<file path="src/rtl/bm_pkg.sv">
package bm_pkg;

  typedef enum logic [1:0] {
    OWN_NONE = 2'd0,
    OWN_LP   = 2'd1,
    OWN_DE   = 2'd2
  } owner_e;

  typedef enum logic [1:0] {
    ST_IDLE = 2'd0,
    ST_REQ  = 2'd1,
    ST_XFER = 2'd2
  } seq_state_e;

endpackage

</file>
<file path="src/rtl/bm_rst_sync.sv">
module bm_rst_sync (
  input  logic clk,
  input  logic rst_n,
  output logic rst_sync_n
);

  logic [1:0] sync_q;

  always_ff @(posedge clk or negedge rst_n) begin
    if (!rst_n) sync_q <= 2'b00;
    else        sync_q <= {sync_q[0], 1'b1};
  end

  assign rst_sync_n = sync_q[1];

endmodule

</file>
<file path="src/rtl/bm_owner_arb.sv">
module bm_owner_arb
  import bm_pkg::*;
(
  input  logic   can_start,
  input  logic   lp_req,
  input  logic   de_req,
  input  logic   lp_yield,
  output owner_e pick
);

  // list processor first; data engine only by its leave
  always_comb begin
    pick = OWN_NONE;
    if (can_start) begin
      if (lp_req)                  pick = OWN_LP;
      else if (de_req && lp_yield) pick = OWN_DE;
    end
  end

endmodule

</file>
<file path="src/rtl/bm_xfer_seq.sv">
module bm_xfer_seq
  import bm_pkg::*;
#(
  parameter int AW = 32,
  parameter int SW = 12
) (
  input  logic          clk,
  input  logic          rst_n,
  input  owner_e        pick,
  input  logic [AW-1:0] sel_addr,
  input  logic [SW-1:0] sel_size,
  input  logic          sel_write,
  input  logic          bif_active,
  input  logic          bif_dready,
  output logic          bif_req,
  output logic [AW-1:0] bif_addr,
  output logic [SW-1:0] bif_size,
  output logic          bif_write,
  output owner_e        owner,
  output logic          beat,
  output logic          done,
  output logic          idle
);

  localparam int NW = SW + 2;

  seq_state_e    state_q, state_d;
  owner_e        owner_q, owner_d;
  logic [AW-1:0] addr_q;
  logic [SW-1:0] size_q;
  logic          wr_q;
  logic [NW-1:0] cnt_q, cnt_d;
  logic [NW-1:0] total_q;
  logic [NW-1:0] span;
  logic          done_q;
  logic          start, last;
  logic          ld_en, cnt_en;

  assign span   = (NW'(sel_addr[1:0]) + NW'(sel_size) + NW'(3)) >> 2;
  assign start  = (state_q == ST_IDLE) && (pick != OWN_NONE);
  assign beat   = (state_q != ST_IDLE) && bif_active && bif_dready &&
                  (cnt_q < total_q);
  assign last   = beat && ((cnt_q + NW'(1)) == total_q);
  assign ld_en  = start;
  assign cnt_en = start || beat;

  always_comb begin
    state_d = state_q;
    owner_d = owner_q;
    cnt_d   = cnt_q;
    case (state_q)
      ST_IDLE: if (start) begin
        state_d = ST_REQ;
        owner_d = pick;
      end
      ST_REQ:  if (bif_active) state_d = ST_XFER;
      ST_XFER: if (!bif_active) begin
        state_d = ST_IDLE;
        owner_d = OWN_NONE;
      end
      default: begin
        state_d = ST_IDLE;
        owner_d = OWN_NONE;
      end
    endcase
    if (start)     cnt_d = '0;
    else if (beat) cnt_d = cnt_q + NW'(1);
  end

  always_ff @(posedge clk or negedge rst_n) begin
    if (!rst_n) begin
      state_q <= ST_IDLE;
      owner_q <= OWN_NONE;
      done_q  <= 1'b0;
    end else begin
      state_q <= state_d;
      owner_q <= owner_d;
      done_q  <= last;
    end
  end

  always_ff @(posedge clk or negedge rst_n) begin
    if (!rst_n) begin
      addr_q  <= '0;
      size_q  <= '0;
      wr_q    <= 1'b0;
      total_q <= '0;
    end else if (ld_en) begin
      addr_q  <= sel_addr;
      size_q  <= sel_size;
      wr_q    <= sel_write;
      total_q <= span;
    end
  end

  always_ff @(posedge clk or negedge rst_n) begin
    if (!rst_n)      cnt_q <= '0;
    else if (cnt_en) cnt_q <= cnt_d;
  end

  assign bif_req   = (state_q != ST_IDLE);
  assign bif_addr  = addr_q;
  assign bif_size  = size_q;
  assign bif_write = wr_q;
  assign owner     = owner_q;
  assign done      = done_q;
  assign idle      = (state_q == ST_IDLE);

endmodule

</file>
<file path="src/rtl/dma_busmaster_ctl.sv">
module dma_busmaster_ctl
  import bm_pkg::*;
#(
  parameter int AW = 32,
  parameter int SW = 12,
  parameter int DW = 32
) (
  input  logic          clk,
  input  logic          rst_n,
  input  logic          lp_req,
  input  logic [AW-1:0] lp_addr,
  input  logic [SW-1:0] lp_size,
  input  logic          lp_write,
  input  logic [DW-1:0] lp_wdata,
  input  logic          lp_yield,
  output logic          lp_own,
  output logic          lp_wnext,
  output logic          lp_rvalid,
  output logic          lp_done,
  input  logic          de_req,
  input  logic [AW-1:0] de_addr,
  input  logic [SW-1:0] de_size,
  input  logic          de_write,
  input  logic [DW-1:0] de_wdata,
  output logic          de_own,
  output logic          de_wnext,
  output logic          de_rvalid,
  output logic          de_done,
  output logic [DW-1:0] rd_data,
  output logic          bif_req,
  output logic [AW-1:0] bif_addr,
  output logic [SW-1:0] bif_size,
  output logic          bif_write,
  output logic [DW-1:0] bif_wdata,
  input  logic          bif_active,
  input  logic          bif_dready,
  input  logic [DW-1:0] bif_rdata
);

  logic          rst_core_n;
  logic          seq_idle, seq_beat, seq_done;
  owner_e        pick, owner;
  logic [AW-1:0] sel_addr;
  logic [SW-1:0] sel_size;
  logic          sel_write;

  bm_rst_sync u_rst (
    .clk        (clk),
    .rst_n      (rst_n),
    .rst_sync_n (rst_core_n)
  );

  bm_owner_arb u_arb (
    .can_start (seq_idle && !bif_active),
    .lp_req    (lp_req),
    .de_req    (de_req),
    .lp_yield  (lp_yield),
    .pick      (pick)
  );

  always_comb begin
    if (pick == OWN_DE) begin
      sel_addr  = de_addr;
      sel_size  = de_size;
      sel_write = de_write;
    end else begin
      sel_addr  = lp_addr;
      sel_size  = lp_size;
      sel_write = lp_write;
    end
  end

  bm_xfer_seq #(.AW(AW), .SW(SW)) u_seq (
    .clk        (clk),
    .rst_n      (rst_core_n),
    .pick       (pick),
    .sel_addr   (sel_addr),
    .sel_size   (sel_size),
    .sel_write  (sel_write),
    .bif_active (bif_active),
    .bif_dready (bif_dready),
    .bif_req    (bif_req),
    .bif_addr   (bif_addr),
    .bif_size   (bif_size),
    .bif_write  (bif_write),
    .owner      (owner),
    .beat       (seq_beat),
    .done       (seq_done),
    .idle       (seq_idle)
  );

  assign lp_own    = (owner == OWN_LP);
  assign de_own    = (owner == OWN_DE);
  assign lp_wnext  = lp_own && seq_beat && bif_write;
  assign de_wnext  = de_own && seq_beat && bif_write;
  assign lp_rvalid = lp_own && seq_beat && !bif_write;
  assign de_rvalid = de_own && seq_beat && !bif_write;
  assign lp_done   = lp_own && seq_done;
  assign de_done   = de_own && seq_done;
  assign rd_data   = bif_rdata;
  assign bif_wdata = de_own ? de_wdata : (lp_own ? lp_wdata : '0);

endmodule

</file>
<file path="config.mk">
export PLATFORM = sky130hd
export DESIGN_NAME = dma_busmaster_ctl
export DESIGN_NICKNAME = d
export VERILOG_FILES = /design/src/rtl/bm_pkg.sv /design/src/rtl/bm_rst_sync.sv /design/src/rtl/bm_owner_arb.sv /design/src/rtl/bm_xfer_seq.sv /design/src/rtl/dma_busmaster_ctl.sv
export SDC_FILE = /design/constraint.sdc
export NUM_CORES = 1
export LEC_CHECK = 0
export ABC_AREA = 1
export BUFFER_PORTS_ARGS = -buffer_cell sky130_fd_sc_hd__buf_2
export CORE_AREA = 2 2 121 123
export DETAILED_ROUTE_END_ITERATION = 8
export DIE_AREA = 0 0 123 125
export PLACE_DENSITY = 0.81
export SLEW_MARGIN = 10
export SYNTH_ARGS = -nofsm -noshare
export SYNTH_HDL_FRONTEND = slang
export SYNTH_SLANG_ARGS = --single-unit
</file>
<file path="constraint.sdc">
create_clock -name clk -period 2.6 [get_ports clk]
set_input_delay 0 -clock clk [delete_from_list [all_inputs] [get_ports clk]]
set_output_delay 0 -clock clk [all_outputs]
set_load 0.02 [all_outputs]
</file>
# ---- Word-level counts from Yosys, hierarchy flattened
# Index checks and enable logic that the tools add are counted.
dict set report op_classes {
  order_cmp 1
  addsub 3
  mux 16
  n_eq_ne 9
  reduce_logical 25
  bitwise_logic 1
}
# cell count
set op_table {}
lappend op_table {{32-bit two-way mux} 3}
lappend op_table {{14-bit two-way mux} 2}
lappend op_table {{1-bit logical AND} 15}
lappend op_table {{14-bit by 1-bit adder with 14-bit output, second input constant} 1}
lappend op_table {{14-bit by 2-bit adder with 14-bit output, second input constant} 1}
lappend op_table {{14-bit by 12-bit == test with 1-bit output} 1}
lappend op_table {{14-bit by 12-bit < comparator with 1-bit output} 1}
lappend op_table {{2-bit two-way mux} 7}
lappend op_table {{2-bit by 12-bit adder with 13-bit output} 1}
lappend op_table {{12-bit two-way mux} 1}
lappend op_table {{2-bit case mux with 3 select lines} 2}
lappend op_table {{2-bit == test, second input constant} 3}
lappend op_table {{3-bit AND reduction} 2}
lappend op_table {{2-bit nonzero test} 3}
lappend op_table {{2-bit by 1-bit == test with 1-bit output, second input constant} 2}
lappend op_table {{2-bit != test, second input constant} 2}
lappend op_table {{1-bit zero test} 2}
lappend op_table {{2-bit zero test} 1}
lappend op_table {{2-bit by 1-bit != test with 1-bit output, second input constant} 1}
lappend op_table {{2-bit AND reduction} 1}
lappend op_table {{1-bit logical OR} 1}
lappend op_table {{1-bit two-way mux} 1}
lappend op_table {{1-bit inverter} 1}
dict set report word_totals {
  ff_bits 78
  output_inout_bits 118
}

# ---- Logic depth before layout (Yosys ltp)
dict set report logic_depth {
  ltp_word 8
  mapped_depth 24
}

# ---- By module
# From an unflattened synthesis, not the netlist that was laid out.
dict set report unflattened {
  cells_unflattened 809
  hier_area_um2 5449.0
}
# mod cells_each instances area_each_um2
set modules_own_cells {}
lappend modules_own_cells {bm_xfer_seq 492 1 3819.9}
lappend modules_own_cells {dma_busmaster_ctl 308 1 1550.2}
lappend modules_own_cells {bm_rst_sync 3 1 53.8}
lappend modules_own_cells {bm_owner_arb 6 1 25.0}

# ---- Least setup slack after synthesis
# OpenSTA, ideal clock, no wires.
dict set report synth_timing {
  path_kind {register to register}
  from {register u_seq.state_q[1]}
  to {register u_seq.total_q[9]}
  t_arrival_ps 2847
  path_stages_with_launch 24
  setup_time_ps 116
  slack_ps -364
  t_required_ps 2484
  cell_sequence {dfrtp_1 inv_2 nand2_4 nor2_8 nand2_4 buf_4 buf_2 clkinv_1 nand2_1 nand2_1 ha_1 fa_1 nand2_2 nand2_2 nor2_4 nand2_4 nor2_8 nand3_4 nor2_4 nand3_2 nand2_1 inv_1 nand2_1 nand2_1}
}
dict set report synth_via {
  elab_chain_cells 7
}
# item line
set synth_lines {}
lappend synth_lines {{start: declaration} bm_xfer_seq.sv:27} ;# seq_state_e state_q, state_d;
lappend synth_lines {{start signal: assignment} bm_xfer_seq.sv:76} ;# state_q <= state_d;
lappend synth_lines {{2-bit zero test} bm_xfer_seq.sv:107} ;# assign idle = (state_q == ST_IDLE);
lappend synth_lines {{1-bit logical AND} dma_busmaster_ctl.sv:54} ;# .can_start (seq_idle && !bif_active),
lappend synth_lines {{2-bit two-way mux} bm_owner_arb.sv:14} ;# if (can_start) begin
lappend synth_lines {{2-bit == test} dma_busmaster_ctl.sv:62} ;# if (pick == OWN_DE) begin
lappend synth_lines {{32-bit two-way mux} dma_busmaster_ctl.sv:62}
lappend synth_lines {{named net sel_addr[0]} dma_busmaster_ctl.sv:43} ;# logic [AW-1:0] sel_addr;
lappend synth_lines {{2-bit by 12-bit adder with 13-bit output} bm_xfer_seq.sv:39} ;# assign span = (NW'(sel_addr[1:0]) + NW'(sel_size) + NW'(3)) >> 2;
lappend synth_lines {{14-bit by 2-bit adder with 14-bit output} bm_xfer_seq.sv:39}
lappend synth_lines {{end signal: assignment} bm_xfer_seq.sv:92} ;# total_q <= span;
lappend synth_lines {{end: declaration} bm_xfer_seq.sv:33} ;# logic [NW-1:0] total_q;
# The timed path passes the listed nets, and every way through them passes these cells.
# A chain may end at the register's enable or synchronous reset.

# ---- Worst setup path in the final report
# Same ends and word-level chain as after synthesis.

==> results.sh <==
export IMPL_p_comb_share_pct=52.9
export IMPL_critical_path_class="reg -> reg"
export IMPL_switching_power_uw=2960
export IMPL_synth_top_family_by_area="simple AND/OR/NAND/NOR gates"
export IMPL_clock_path_buffers=2
export IMPL_fin_crit_sh_pct=101
export IMPL_antenna_found_initial=2
export IMPL_hold_depth=0
export IMPL_timing_critical_path_slowest_stage_cell="fa_2"
export IMPL_cts_tree="done"
export IMPL_start_util_pct=36.9
export IMPL_syn_area_um2=5240
export IMPL_finalMaxSlewViolations=0
export IMPL_power_leakage_uw=0.00403
export IMPL_critical_path_max_stage_delay_ps=550
export IMPL_crit_buf_inv=2
export IMPL_die_area_um2=15400
export IMPL_swShare_pct=42.6
export IMPL_drtIter0Drc=263
export IMPL_cts_buffers=9
export IMPL_rsz0062_at_grt="yes"
export IMPL_power_density_nw_per_um2=892
export IMPL_r2r_end="u_seq.total_q[9]$_DFFE_PN0P_"
export IMPL_port_buffers=246
export IMPL_htreeDepth=3
export IMPL_clock_sinks=78
export IMPL_hp_class="in -> out"
export IMPL_die_w_um=123
export IMPL_seq_area_um2=1950
export IMPL_detail_route_first_pass_iterations=5
export IMPL_setup_viol=2
export IMPL_synth_cell_types=39
export IMPL_min_to="rd_data[16]"
export IMPL_synthMuxAreaShare_pct=0
export IMPL_critPathTopFamily="simple AND/OR/NAND/NOR gates"
export IMPL_multi_input_area_um2=2780
export IMPL_synth_compound_area_share_pct=16.4
export IMPL_ys_warnings_count=0
export IMPL_end_kind="flip-flop"
export IMPL_skew_ps=6.56
export IMPL_core_area_um2=14200
export IMPL_num_rows=44
export IMPL_ant_nets=0
export IMPL_synth_ff_latch_count=78
export IMPL_seq_area_frac_synth_pct=37.3
export IMPL_finalSetupTns_ps=-18.5
export IMPL_crit_path_start_kind="flip-flop"
export IMPL_layout_drive_gt1_share_pct=37.0
export IMPL_synth_simple_area_share_pct=27.9
export IMPL_dp_cells=1084
export IMPL_area_delta_synth_final_pct=48.6
export IMPL_fin_cells=1180
export IMPL_required_ps=2830
export IMPL_die_y_um=125
export IMPL_gp_congestion=0.846
export IMPL_num_vias=5871
export IMPL_path_clk_slew_ps=60
export IMPL_ff2ff_path_depth=19
export IMPL_remaining_drc_errors=0
export IMPL_syn_instance_count=686
export IMPL_async_reset_ff_share_pct=100
export IMPL_insertion_delay_ps=340
export IMPL_fmax_ghz=0.383
export IMPL_wire_per_inst_um=15.5
export IMPL_grt_pass1_wl_um=27700
export IMPL_synth_fp_nets=895
export IMPL_status="complete, but fails checks"
export IMPL_finalHoldViolCount=0
export IMPL_cp_arrival_ps=2840
export IMPL_syn_area_per_cell_um2=7.63
export IMPL_setup_slack_ps=-13.4
export IMPL_path_max_fanout=8
export IMPL_dp_final_hpwl_um=12900
export IMPL_violations="setup timing"
export IMPL_rrSetupSlack_ps=-10
export IMPL_internal_power_uw=3990
export IMPL_totalWireLength_um=18300
export IMPL_power_frac_seq_pct=28.5
export IMPL_clkPwrFrac_pct=18.6
export IMPL_fin_nets=1198
export IMPL_cts_root_buffer="clkbuf_16"
export IMPL_path_cells="inv_2 -> nand2_4 -> nor2_8 -> nand2_8 -> nand2_4 -> nand2_4 -> ha_4 -> fa_2 -> nor2_4 -> nor2_4 -> nand2_4 -> nor2_8 -> nand3_4 -> nor2_4 -> nand3_2 -> nand2_1 -> inv_1 -> nand2_1 -> nand2_1"
export IMPL_worst_path_most_repeated_cell="nand2_4"
export IMPL_yosys_area_share_adder_pct=3.97
export IMPL_grt_pass1_vias=5567
export IMPL_grt_max_degree=89
export IMPL_synthXorXnorAreaFrac_pct=2.34
export IMPL_min_period_ps=2610
export IMPL_grt_total_usage_pct=23.1
export IMPL_slew_headroom_pct=65.7
export IMPL_timing_rr_start="u_seq.state_q[1]$_DFFE_PN0P_"
export IMPL_tightest_slew_ps=515
export IMPL_hold_start="bif_rdata[16]"
export IMPL_via_per_inst=4.98
export IMPL_synth_edff_count=0
export IMPL_fillers=1195
export IMPL_vdd_ir_drop_max_v=0.000620
export IMPL_drv_cap=0
export IMPL_ios=311
export IMPL_synthFlopType="dfrtp_1"
export IMPL_gr_total_overflow=0
[flip-flops by register name, indices dropped and copies added, names as in the netlist]
name and flops:
u_seq.done 1, u_seq.bif_size 12, u_seq.state_q 2, u_seq.owner 2, u_seq.bif_write 1, u_seq.cnt_q 14, u_seq.total_q 12, u_seq.bif_addr 32
u_rst.sync_q 2
[placed cells by master (no fill, tap or decap), types with 2 or more instances in the layout]
| cell type | n |
|---|---|
| a21oi_1 | 7 |
| a22o_1 | 32 |
| a31oi_1 | 37 |
| buf_12 | 2 |
| buf_2 | 246 |
| buf_4 | 33 |
| buf_6 | 2 |
| clkbuf_16 | 9 |
| dfrtp_1 | 77 |
| diode_2 | 2 |
| dlygate4sd3_1 | 70 |
| ha_1 | 14 |
| inv_1 | 61 |
| inv_2 | 6 |
| inv_6 | 2 |
| inv_8 | 2 |
| nand2_1 | 158 |
| nand2_2 | 19 |
| nand2_4 | 11 |
| nand3_1 | 29 |
| nand3_2 | 4 |
| nand3b_1 | 4 |
| nand4_1 | 7 |
| nor2_1 | 58 |
| nor2_2 | 8 |
| nor2_4 | 5 |
| nor2_8 | 2 |
| nor3_1 | 10 |
| o21ai_0 | 34 |
| o21ai_2 | 4 |
| o21ai_4 | 2 |
| o22ai_1 | 6 |
| xor2_1 | 14 |
[cell usage after synthesis (all sizes together), types with 4 or more instances]
library cell | instances | area [µm²]
clkbuf | 21 | 78.8
nand3 | 34 | 188
nand2 | 189 | 782
nand4 | 7 | 43.8
nor3 | 11 | 55.1
nand3b | 4 | 30.0
buf | 40 | 298
o22ai | 6 | 37.5
nor2 | 73 | 344
a21oi | 7 | 35.0
ha | 15 | 188
xor2 | 14 | 123
a22o | 32 | 280
a31oi | 37 | 231
inv | 66 | 248
dfrtp | 78 | 1950
o21ai | 41 | 243
[layout make-up]
type,count,share of cell area (%)
flip-flops and latches,78,25.1
clock inverters,7,1.03
clock buffers,9,2.89
diodes,2,0.0643
multi-input cells,479,35.8
repair buffers,353,28.8
well taps,184,2.96
inverters,68,3.38
[per-layer routing]
metal	global-route usage (%)	share of wire, %	up-vias
li1	-	-	2859
met1	26.1	37	2669
met2	40.0	50	305
met3	7.25	9.9	38
met4	9.49	2.5	0
met5	0	0	-
[worst max path at each step]
| stage | end | cells past startpoint | from | slack [ps] |
|---|---|---|---|---|
| after detailed placement | u_seq.total_q[8]$_DFFE_PN0P_ | 21 | u_seq.state_q[1]$_DFFE_PN0P_ | -120 |
| final | u_seq.total_q[9]$_DFFE_PN0P_ | 19 | u_seq.state_q[1]$_DFFE_PN0P_ | -10 |
| after global placement | u_seq.total_q[9]$_DFFE_PN0P_ | 23 | u_seq.state_q[1]$_DFFE_PN0P_ | 20 |
| after floorplan | u_seq.total_q[9]$_DFFE_PN0P_ | 21 | u_seq.state_q[1]$_DFFE_PN0P_ | -200 |
| after global routing | u_seq.total_q[9]$_DFFE_PN0P_ | 20 | u_seq.state_q[1]$_DFFE_PN0P_ | -130 |
| after CTS | u_seq.total_q[9]$_DFFE_PN0P_ | 23 | u_seq.state_q[1]$_DFFE_PN0P_ | -2 |
[per-stage QoR]
step	hold WS [ps]	cell area [µm²]	util [%]	setup WS, ps	total power [µW]
floorplan	-296	5260	-	-195	4040
global placement	-212	6590	46.4	20.0	5040
detailed placement	-206	6590	46.4	-115	5100
CTS	0.137	7640	53.8	-2.05	6830
global route	0.0324	7780	54.8	-128	7440
finish	0.00777	7780	54.8	-13.4	6950
[logic make-up (layout without fill, tap and decap cells)]
kind of cell,Yosys count,in the layout
simple gates,321,321
buf+inv,129,437
compound gates,127,127
flops,78,78
fa+ha+maj,16,16
xor+xnor,14,14
other cells,1,3
[power by group through the flow]
stage | clock [µW] | combinational [µW] | sequential (µW)
after floorplan | 0 | 1650 | 2380
after global placement | 0 | 3070 | 1960
after detailed placement | 0 | 3120 | 1970
after CTS | 1320 | 3550 | 1960
after global routing | 1380 | 4030 | 2030
final | 1290 | 3670 | 1980
[repair_timing]
action	4_1_cts	5_1_grt
setup endpoints to repair	5	10
gates resized for setup	6	27
setup buffers	2	6
hold buffers	70	0
pin swaps	6	7
endpoints found under the hold margin	38	0
Power figures use the tool's default switching activity.
